`src/rtl/frac_div_pkg.sv`:
```
package frac_div_pkg;
   localparam int unsigned DIV_WORD_W = 32;
   typedef logic [DIV_WORD_W-1:0] div_word_t;
endpackage

```
`src/rtl/frac_div_field.sv`:
```
module frac_div_field
   import frac_div_pkg::*;
#(
   parameter int unsigned FIELD_SHIFT = 8,
   parameter int unsigned FIELD_W     = 8,
   parameter int unsigned FRAC_W      = 3,
   localparam int unsigned DW         = FIELD_W + 1
) (
   input  div_word_t        div_word_i,
   output logic [DW-1:0]    scaled_o
);
   localparam logic [DW-1:0] ONE = DW'(1) << FRAC_W;

   // configuration checks at elaboration
   if (FRAC_W >= FIELD_W) begin : g_bad_frac
      $error("fraction width must be below field width");
   end
   if (FIELD_SHIFT + FIELD_W > DIV_WORD_W) begin : g_bad_pos
      $error("field does not fit in the divider word");
   end

   logic [FIELD_W-1:0] field;
   logic               unused_word_bits;

   assign field            = div_word_i[FIELD_SHIFT +: FIELD_W];
   assign unused_word_bits = ^div_word_i;
   // stored value is divisor minus one above the fraction: add one scaled unit
   assign scaled_o         = {1'b0, field} + ONE;
endmodule

```
`src/rtl/frac_div_prediv.sv`:
```
module frac_div_prediv #(
   parameter int unsigned PRE_DIV = 1,
   localparam int unsigned CW     = (PRE_DIV > 1) ? $clog2(PRE_DIV) : 1
) (
   input  logic clk_i,
   input  logic rst_ni,
   output logic adv_o
);
   if (PRE_DIV == 0) begin : g_bad_pre
      $error("pre-divider must be non-zero");
   end

   if (PRE_DIV <= 1) begin : g_bypass
      assign adv_o = 1'b1;
   end else begin : g_count
      localparam logic [CW-1:0] LAST = CW'(PRE_DIV - 1);
      logic [CW-1:0] cnt_q;

      always_ff @(posedge clk_i or negedge rst_ni) begin
         if (!rst_ni) begin
            cnt_q <= '0;
         end else if (cnt_q == LAST) begin
            cnt_q <= '0;
         end else begin
            cnt_q <= cnt_q + 1'b1;
         end
      end

      assign adv_o = (cnt_q == LAST);


      adv_gap_chk: assert property (@(posedge clk_i) disable iff (!rst_ni)
         adv_o |=> !adv_o);
   end
endmodule

```
`src/rtl/frac_div_accum.sv`:
```
module frac_div_accum #(
   parameter int unsigned FIELD_W = 8,
   parameter int unsigned FRAC_W  = 3,
   localparam int unsigned DW     = FIELD_W + 1
) (
   input  logic          clk_i,
   input  logic          rst_ni,
   input  logic          adv_i,
   input  logic          commit_i,
   input  logic [DW-1:0] new_div_i,
   output logic          tick_o
);
   localparam logic [DW-1:0] ONE = DW'(1) << FRAC_W;

   logic [DW-1:0] acc_q;
   logic [DW-1:0] div_q;
   logic [DW-1:0] pend_q;
   logic          pend_v_q;
   logic          hit;
   logic [DW-1:0] acc_inc;

   assign acc_inc = acc_q + ONE;
   // acc + ONE >= div  <=>  acc >= div - ONE (div is never below ONE)
   assign hit     = adv_i && (acc_q >= (div_q - ONE));

   always_ff @(posedge clk_i or negedge rst_ni) begin
      if (!rst_ni) begin
         acc_q    <= '0;
         div_q    <= ONE;
         pend_q   <= ONE;
         pend_v_q <= 1'b0;
         tick_o   <= 1'b0;
      end else begin
         tick_o <= hit;
         if (hit) begin
            acc_q    <= acc_inc - div_q;
            pend_v_q <= 1'b0;
            if (commit_i) begin
               div_q <= new_div_i;
            end else if (pend_v_q) begin
               div_q <= pend_q;
            end
         end else begin
            if (adv_i) begin
               acc_q <= acc_inc;
            end
            if (commit_i) begin
               pend_q   <= new_div_i;
               pend_v_q <= 1'b1;
            end
         end
      end
   end


   acc_bound_chk: assert property (@(posedge clk_i) disable iff (!rst_ni)
      acc_q < div_q);


   div_hold_chk: assert property (@(posedge clk_i) disable iff (!rst_ni)
      (!commit_i && !pend_v_q) |=> $stable(div_q));


   pend_wait_chk: assert property (@(posedge clk_i) disable iff (!rst_ni)
      (pend_v_q && !hit) |=> pend_v_q);
endmodule

```
`src/rtl/frac_clk_div.sv`:
```
module frac_clk_div
   import frac_div_pkg::*;
#(
   parameter int unsigned FIELD_SHIFT = 8,
   parameter int unsigned FIELD_W     = 8,
   parameter int unsigned FRAC_W      = 3,
   parameter int unsigned PRE_DIV     = 1
) (
   input  logic        clk_i,
   input  logic        rst_ni,
   input  logic [31:0] div_word_i,
   input  logic        commit_i,
   output logic        tick_o
);
   localparam int unsigned DW = FIELD_W + 1;

   logic [DW-1:0] scaled_div;
   logic          adv_en;

   frac_div_field #(
      .FIELD_SHIFT (FIELD_SHIFT),
      .FIELD_W     (FIELD_W),
      .FRAC_W      (FRAC_W)
   ) u_field (
      .div_word_i (div_word_i),
      .scaled_o   (scaled_div)
   );

   frac_div_prediv #(
      .PRE_DIV (PRE_DIV)
   ) u_prediv (
      .clk_i  (clk_i),
      .rst_ni (rst_ni),
      .adv_o  (adv_en)
   );

   frac_div_accum #(
      .FIELD_W (FIELD_W),
      .FRAC_W  (FRAC_W)
   ) u_accum (
      .clk_i     (clk_i),
      .rst_ni    (rst_ni),
      .adv_i     (adv_en),
      .commit_i  (commit_i),
      .new_div_i (scaled_div),
      .tick_o    (tick_o)
   );


   tick_src_chk: assert property (@(posedge clk_i) disable iff (!rst_ni)
      tick_o |-> $past(adv_en));
endmodule

```
`config.mk`:
```
export PLATFORM = sky130hd
export DESIGN_NAME = frac_clk_div
export DESIGN_NICKNAME = d
export VERILOG_FILES = /design/src/rtl/frac_div_pkg.sv /design/src/rtl/frac_div_field.sv /design/src/rtl/frac_div_prediv.sv /design/src/rtl/frac_div_accum.sv /design/src/rtl/frac_clk_div.sv
export SDC_FILE = /design/constraint.sdc
export NUM_CORES = 1
export LEC_CHECK = 0
export BUFFER_PORTS_ARGS = -buffer_cell sky130_fd_sc_hd__buf_2
export CAP_MARGIN = 20
export CORE_AREA = 2 2 63 65
export CTS_BUF_LIST = sky130_fd_sc_hd__clkbuf_4
export CTS_CLUSTER_SIZE = 12
export DETAILED_ROUTE_END_ITERATION = 12
export DIE_AREA = 0 0 65 67
export PLACE_DENSITY = 0.88
export SETUP_SLACK_MARGIN = 0.15
export SLEW_MARGIN = 5
export SYNTH_ARGS = -nofsm -noshare
export SYNTH_HDL_FRONTEND = slang
export SYNTH_HIERARCHICAL = 1
export SYNTH_SLANG_ARGS = --single-unit
```
`constraint.sdc`:
```
create_clock -name clk_i -period 6.05 [get_ports clk_i]
set_input_delay 1.21 -clock clk_i [delete_from_list [all_inputs] [get_ports clk_i]]
set_output_delay 1.21 -clock clk_i [all_outputs]
set_load 0.03 [all_outputs]
```
# Word level (Yosys, flattened, before mapping)
# Index checks and enable logic that the tools add are counted.
# op_classes
addsub	4
order_cmp	1
muxes	5
n_bitwise	1
reduce_logical	4
# ops
cell	count
2-to-1 mux 9 bit	3
adder 8 x 4 -> 9 bit, second input constant	1
adder 9 x 4 -> 9 bit, second input constant	1
>= comparator 9 bit	1
subtractor 9 x 4 -> 9 bit, second input constant	1
subtractor 9 bit	1
AND reduction 2 bit	2
nonzero test 2 bit	2
2-to-1 mux 1 bit	2
NOT 1 bit	1
# word_totals
ff_bits	29
elab_cells	20

# Depth between registers and ports, before layout
# Gate-level depths: netlist of run 1.
# depth
ltp_word	4
ltp_mapped	12
mapped_depth_nobuf	11

# Modules after synthesis
# Netlist of run 1, hierarchy kept.
# modules_own_cells
mod	n_inst	cells_each	area_per_inst_um2	seq_area_each_um2
frac_div_accum	1	204	2038.2	728.2
frac_div_field	1	13	87.6	0.0
frac_div_prediv	1	2	11.3	0.0

# Least setup slack after synthesis of run 1
# No wires, ideal clock.
# synth_timing
path_kind	reg-to-reg
from	register u_accum.div_q[3]
to	register u_accum.pend_q[0]
arrival_time_ps	2449
required_time_ps	5925
path_slack_ps	3476
path_stages_with_launch	12
path_buffers	1
synth_period_minus_slack_ps	2574
path_cell_list	dfstp_2 -> inv_1 -> ha_1 -> nand3_1 -> xnor2_1 -> ha_1 -> nand2_1 -> or3_1 -> buf_4 -> a21o_4 -> nand2_8 -> mux2_4
# synth_between
elab_chain_len	4
# synth_rtl
element	line	text
from (decl)	frac_div_accum.sv:16	logic [DW-1:0] div_q;
from (signal assigned)	frac_div_accum.sv:39	div_q <= new_div_i;
from (signal assigned)	frac_div_accum.sv:41	div_q <= pend_q;
subtractor 9 x 4 -> 9 bit	frac_div_accum.sv:24	assign hit = adv_i && (acc_q >= (div_q - ONE));
>= comparator 9 bit	frac_div_accum.sv:24	
NOT 1 bit (no source line)	n/a	
AND reduction 2 bit (no source line)	n/a	
to (signal assigned)	frac_div_accum.sv:48	pend_q <= new_div_i;
to (decl)	frac_div_accum.sv:17	logic [DW-1:0] pend_q;
# No other way between the ends.
# A chain may end at the register's enable or synchronous reset.

# Worst setup path in the final report of run 1
# layout_timing
from	register u_accum.div_q[5]
to	register u_accum.div_q[1]
# layout_between
elab_chain_len	3
# layout_rtl
element	line
subtractor 9 x 4 -> 9 bit	frac_div_accum.sv:24
>= comparator 9 bit	frac_div_accum.sv:24
AND reduction 2 bit (no source line)	n/a
# No other way between the ends.

==> results of run 1 <==
==> path summary, 6_finish.rpt <==
| kind | startpoint | to | depth (start not counted) | slack [ns] |
|---|---|---|---|---|
| max | u_accum/div_q[5] | u_accum/div_q[1] | 9 | 3.01 |
| min | u_accum/acc_q[0] | u_accum/acc_q[0] | 2 | 0.50 |
| max reg2reg | u_accum/div_q[5] | u_accum/div_q[1] | 9 | 3.01 |
| min reg2reg | u_accum/acc_q[0] | u_accum/acc_q[0] | 2 | 0.50 |
| max in group asynchronous | rst_ni | u_accum/pend_v_q | 1 | 4.74 |
| min in group asynchronous | rst_ni | u_accum/acc_q[0] | 1 | 0.90 |
==> Yosys cell counts, drive strengths merged, types with 2 or more instances <==
library cell	count
a21o	2
a21oi	20
a31oi	3
buf	7
clkbuf	3
dfrtp	27
dfstp	2
ha	17
inv	17
mux2	10
mux2i	12
nand2	12
nand3	13
nor2	18
nor2b	4
nor3	3
nor4	2
o2111ai	2
o21ai	11
xnor2	10
xor2	4
==> registers in the layout, indices dropped and copies added, names as in the netlist <==
| register | count |
|---|---|
| u_accum/acc_q | 9 |
| u_accum/div_q | 9 |
| u_accum/pend_q | 9 |
| u_accum/pend_v_q | 1 |
| u_accum/tick_o | 1 |
==> kinds of logic after synthesis <==
group	count (synthesis)	share of synthesized area, %
AO/OA/AOI/OAI	50	16.7
XOR/XNOR	14	5.74
adder cells (fa/ha/maj)	18	10.9
buffers and inverters	28	6.67
flip-flops	29	34.1
multiplexers	22	12.5
other	1	0.175
AND/OR/NAND/NOR	57	13.2
==> power by group <==
part	internal (W)	switching, W	total (W)
Sequential	0.000298	0.0000860	0.000384
Combinational	0.000449	0.000546	0.000996
Clock	0.0000486	0.0000652	0.000114
Total	0.000795	0.000698	0.00149
==> worst register-to-register path: stages, from the launching register on <==
cell and delay, ns:
dfrtp_1 0.43, nor3_1 0.31, nand3_1 0.15, xor2_1 0.17
ha_1 0.30, nand2_1 0.08, or3_1 0.57, a211oi_4 0.70
nor2_1 0.09, a21oi_1 0.17
==> layout make-up <==
| class | instances | area (um^2) | share of cell area, % |
|---|---|---|---|
| Clock buffer | 6 | 45.0 | 2.02 |
| Clock inverter | 2 | 10.0 | 0.448 |
| Inverter | 18 | 67.6 | 3.03 |
| Multi-Input combinational cell | 162 | 1270 | 56.7 |
| Sequential cell | 29 | 728 | 32.6 |
| Tap cell | 48 | 60.1 | 2.69 |
| Timing Repair Buffer | 11 | 55.1 | 2.47 |
==> metrics by stage <==
stage / hold slack [ns] / utilization, % / setup slack, ns / power [W] / instance area, um^2
3_5_place_dp: 0.485 / 60.4 / 3.07 / 0.00138 / 2180
6_report: 0.500 / 61.9 / 3.01 / 0.00149 / 2230
3_3_place_gp: 0.469 / 60.4 / 3.13 / 0.00133 / 2180
4_1_cts: 0.507 / 61.9 / 3.03 / 0.00150 / 2230
2_1_floorplan: 0.450 / - / 3.48 / 0.00119 / 2140
5_1_grt: 0.536 / 61.9 / 2.71 / 0.00165 / 2230
==> routing by layer <==
layer	GRT usage, %	share of wire, %	up-vias
li1	-	-	794
met2	37.0	51	41
met3	4.39	4.2	7
met5	0	0	-
met4	8.51	1.3	0
met1	26.9	44	745
==> results.toml, run 1 <==
[run_status]
status = "finished, final reports clean"

[synthesis]
synthFlopType = "dfrtp_1"
yosysSeqAreaShare_pct = 34.1
synth_top_area_cell = "dfrtp_1"
synth_nets = 272
synth-edff-count = 0
synth_top_area_share_pct = 31.6
ys_warn_count = 6
ys_async_sr_fraction_pct = 100
synthCells = 219
netlist_area_um2 = 2140
syn_area_per_cell_um2 = 9.76
synth.distinct_cells = 50
synth.area.top_cells = "dfrtp_1 (32%), ha_1 (10%), mux2_4 (6.3%)"
ys_ff_latch = 29

[timing]
worst_slew_pin_slew_ns = 0.702
setup_viol = 0
fin_skew_ns = 0.00747
finalHoldViolCount = 0
max_freq_ghz = 0.329
slew_violations = 0
slew_headroom_pct = 53.0
min_period_over_period_pct = 50.3
post-route-min-period_ns = 3.04
setup_tns_ns = 0
rsz0062_at_grt = "false"

[global_routing]
grt_pass1_vias = 1574
grt_pass1_wl_mm = 7.13
grt_use_total_pct = 21.7
gr-total-overflow = 0
grt_max_degree = 30
antenna_found_initial = 0

[clocking]
post_cts_buffers = 0
clock_latency_ns = 0.32
cts-root-buf = "clkbuf_4"
cts_tree = "built"
clockBufferDepth = 2
numCtsBuffers = 5
clk_pin_slew_ns = 0.09
cts_resized = 0
clock-sinks = 29
holdBufCountCts = 0
htreeDepth = 2

[critical_path]
cp_num_buf_inv = 0
cp_slowest_cell = "a211oi_4"
cp_max_fo = 18
critical_path_required_ns = 6.29
path_class = "flip-flop to flip-flop"
critical_path.top_delay_family = "simple AND/OR/NAND/NOR gates"
crit_path_max_incr_delay_ns = 0.70
worstPathCellList = "nor3_1 > nand3_1 > xor2_1 > ha_1 > nand2_1 > or3_1 > a211oi_4 > nor2_1 > a21oi_1"
critPathArrivalTime_ns = 3.28
worstSetupStartpointType = "flip-flop"
end_kind = "flip-flop"

[finish]
layout-drive-gt1-share_pct = 18.0
antenna_cells = 0
fin_nets = 280
final_cell_mix = "dfrtp_1 (27), a21oi_1 (19), nor2_1 (17), ha_1 (17), inv_1 (16)"
layout_commonest_cell = "dfrtp_1"
syn_to_final_growth_pct = 4.45
final_cells = 276
n_fill_cell = 292

[routing]
initialDrtViolationCount = 50
routedWlPerCell_um = 14.3
via_per_inst = 5.75
totalWireLength_mm = 3.96
vias = 1587
ant_nets = 0
drc = 0
drt_first_pass_iters = 4

[die]
initial_core_util_pct = 59.3
die_h_um = 67
chipWidth_um = 65
ios = 36
core_um2 = 3610
dieArea_um2 = 4360
row_count = 22

[placement]
dp.cells = 268
port_buffers = 11
dp_hpwl_mm = 3.07
gp_congestion = 0.821

[run]
maxCapViolations = 0

[power]
irDropWorstVdd_v = 0.000293
power.leakage_nw = 1.05
powerDensity_nw_per_um2 = 669

[worst_hold_path]
min_path_type = "flip-flop to flip-flop"
Power figures use the tool's default switching activity.
==> inputs of run 2 (changes only) <==
--- a/config.mk
+++ b/config.mk
@@ -5,14 +5,15 @@
 export SDC_FILE = /design/constraint.sdc
 export NUM_CORES = 1
 export LEC_CHECK = 0
+export ABC_AREA = 1
 export BUFFER_PORTS_ARGS = -buffer_cell sky130_fd_sc_hd__buf_2
 export CAP_MARGIN = 20
-export CORE_AREA = 2 2 63 65
+export CORE_AREA = 2 2 68 70
 export CTS_BUF_LIST = sky130_fd_sc_hd__clkbuf_4
 export CTS_CLUSTER_SIZE = 12
 export DETAILED_ROUTE_END_ITERATION = 12
-export DIE_AREA = 0 0 65 67
-export PLACE_DENSITY = 0.88
+export DIE_AREA = 0 0 70 72
+export PLACE_DENSITY = 0.83
 export SETUP_SLACK_MARGIN = 0.15
 export SLEW_MARGIN = 5
 export SYNTH_ARGS = -nofsm -noshare
==> constraint.sdc (replaced) <==
create_clock -name clk_i -period 2.44 [get_ports clk_i]
set_input_delay 0.488 -clock clk_i [delete_from_list [all_inputs] [get_ports clk_i]]
set_output_delay 0.488 -clock clk_i [all_outputs]
set_load 0.03 [all_outputs]
==> results.toml, run 2 <==
[run_status]
status = "finished, final reports clean"

[synthesis]
ys_async_sr_fraction_pct = 100
ys_ff_latch = 29
synthAdderAreaFrac_pct = 10.5
syn_area_per_cell_um2 = 7.66
yosysSeqAreaShare_pct = 32.9
synth_nets = 342
yosysMostFrequentCell = "nand2_1"
ys_warn_count = 6
synth_mux_area_share_pct = 4.07
synth_top_family_by_area = "simple AND/OR/NAND/NOR gates"
synth-edff-count = 0
synthFlopType = "dfrtp_1"
synth_compound_area_share_pct = 8.36
synth-simple-area-share_pct = 29.4
netlist_area_um2 = 2210
synth_top_area_cell = "dfrtp_1"
synthCells = 289
synthXorXnorAreaFrac_pct = 4.75
synth.area.top_cells = "dfrtp_1 (31%), nand2_1 (15%), ha_1 (9.6%)"
ys_top_cells_by_count = "nand2_1 (86), inv_1 (40), dfrtp_1 (27), nand3_1 (27), ha_1 (17)"
synth_top_area_share_pct = 30.5
synth.distinct_cells = 34

[clocking]
clk_pin_slew_ns = 0.11
cts-root-buf = "clkbuf_4"
htreeDepth = 2
clock-sinks = 29
clockBufferDepth = 2
numCtsBuffers = 5
holdBufCountCts = 0
cts_tree = "built"
clock_latency_ns = 0.34

[routing]
totalWireLength_mm = 4.65
vias = 1857
drt_first_pass_iters = 4
ant_nets = 0
drc = 0
initialDrtViolationCount = 108
via_per_inst = 5.09
routedWlPerCell_um = 12.7

[timing]
worst_slew_pin_slew_ns = 0.651
min_period_over_period_pct = 96.7
finalWorstSetupSlack_ns = 0.0816
post-route-min-period_ns = 2.36
slew_violations = 0
rsz0062_at_grt = "true"
setup_viol = 0
fin_skew_ns = 0.00872
setup_tns_ns = 0
holdWs_ns = 0.158
max_freq_ghz = 0.424
finalHoldViolCount = 0
slew_headroom_pct = 56.6

[global_routing]
grt_use_total_pct = 19.7
grt_pass1_wl_mm = 7.88
grt_pass1_vias = 1799
grt_max_degree = 30
gr-total-overflow = 0
antenna_found_initial = 0

[critical_path]
cp_max_fo = 18
startpoint = "u_accum/div_q[3]"
end_kind = "flip-flop"
cp_num_buf_inv = 3
path_class = "flip-flop to flip-flop"
critPathArrivalTime_ns = 2.60
r2r-start = "u_accum/div_q[3]"
cp_slowest_cell = "dfstp_2"
crit_path_max_incr_delay_ns = 0.55
critical_path_required_ns = 2.68
worstPathCellList = "inv_2 > ha_4 > nand3_4 > xor2_1 > inv_1 > ha_4 > nand2_4 > nor2_4 > inv_2 > a21oi_4 > nor2_4 > nor2_8 > nand2_8 > nand2_1 > o21ai_2"
critical_path.top_delay_family = "simple AND/OR/NAND/NOR gates"
worstSetupStartpointType = "flip-flop"

[die]
core_um2 = 4260
die_h_um = 72
ios = 36
initial_core_util_pct = 51.9
chipWidth_um = 70
row_count = 24
dieArea_um2 = 5040

[finish]
layout_commonest_cell = "nand2_1"
fin_nets = 365
syn_to_final_growth_pct = 20.7
n_fill_cell = 354
regArea_um2 = 729
reg.largest.list = "u_accum/acc_q: 9 flops, u_accum/div_q: 9 flops, u_accum/pend_q: 9 flops"
layout-drive-gt1-share_pct = 28.4
antenna_cells = 0
multi_input_area_um2 = 1440
final_cell_mix = "nand2_1 (71), inv_1 (36), dfrtp_1 (26)"

[placement]
dp_slack_ns = -0.0215
dp_hpwl_mm = 3.37
gp_congestion = 0.841
port_buffers = 11

[run]
maxCapViolations = 0

[worst_hold_path]
min_path_type = "primary input to asynchronous set/reset pin"
## run 2: cell count changes in the layout (fill, tap and decap cells not counted), sizes merged, moves of 10 or more
cell,change
nand3,+17
nand2,+81
buf,+14
inv,+23
a21oi,-13
mux2,-10
## run 2: cells by family (layout without fill, tap and decap cells)
family / Yosys count / count (layout)
AND/OR/NAND/NOR: 144 / 145
buffers and inverters: 50 / 73
flip-flops: 29 / 29
AO/OA/AOI/OAI: 26 / 26
adder cells (fa/ha/maj): 18 / 18
XOR/XNOR: 12 / 12
multiplexers: 9 / 9
other: 1 / 1
## run 2: through the flow
stage / area [um^2] / utilization [%] / std cells
global placement: 2350 / 55.1 / 349
finish: 2670 / 62.7 / 365
global route: 2670 / 62.7 / 365
detailed placement: 2350 / 55.1 / 349
CTS: 2520 / 59.1 / 360
floorplan: 2240 / - / 289
## run 2: worst paths after layout
kind	to	slack [ns]	cells after the start
setup / recovery	u_accum/div_q[5]	0.08	15
hold / removal	u_accum/acc_q[2]	0.16	1
setup reg to reg	u_accum/div_q[5]	0.08	15
hold reg to reg	u_accum/pend_q[3]	0.47	2
max in group asynchronous	u_accum/acc_q[3]	1.83	1
min in group clk_i	u_accum/pend_q[2]	0.39	3
## run 2: timing repair
item,4_1_cts,5_1_grt
setup endpoints to repair,27,28
gates cloned,0,1
pin swaps,11,8
hold endpoints to repair,0,0
setup buffers,3,4
resized for setup,12,33
## run 2: routing by layer
metal	share of wire [%]	global-route usage, %	vias to the layer above
li1	-	-	960
met1	42	24.0	846
met2	52	34.7	40
met3	4.0	3.61	11
met4	2.4	7.91	0
met5	0	0	-
## run 2: layout make-up
type                       instances  share of cell area (%)
clock inverter                     3                    1.73
inverter                          40                    5.71
multi-input combinational        211                    54.0
timing repair buffer              25                    7.49
clock buffer                       5                    1.40
tap                               52                    2.43
sequential                        29                    27.3
## run 2: worst register-to-register path, stage by stage (launching register included)
cell and delay (ns):
dfstp_2 0.55, inv_2 0.05, ha_4 0.17, nand3_4 0.07
xor2_1 0.15, inv_1 0.10, ha_4 0.28, nand2_4 0.06
nor2_4 0.12, inv_2 0.06, a21oi_4 0.14, nor2_4 0.07
nor2_8 0.14, nand2_8 0.13, nand2_1 0.11, o21ai_2 0.05
Power of run 2 is left out: the tool's default activity adds up to more than one toggle a clock period on the data nets, which glitch-free logic cannot reach.
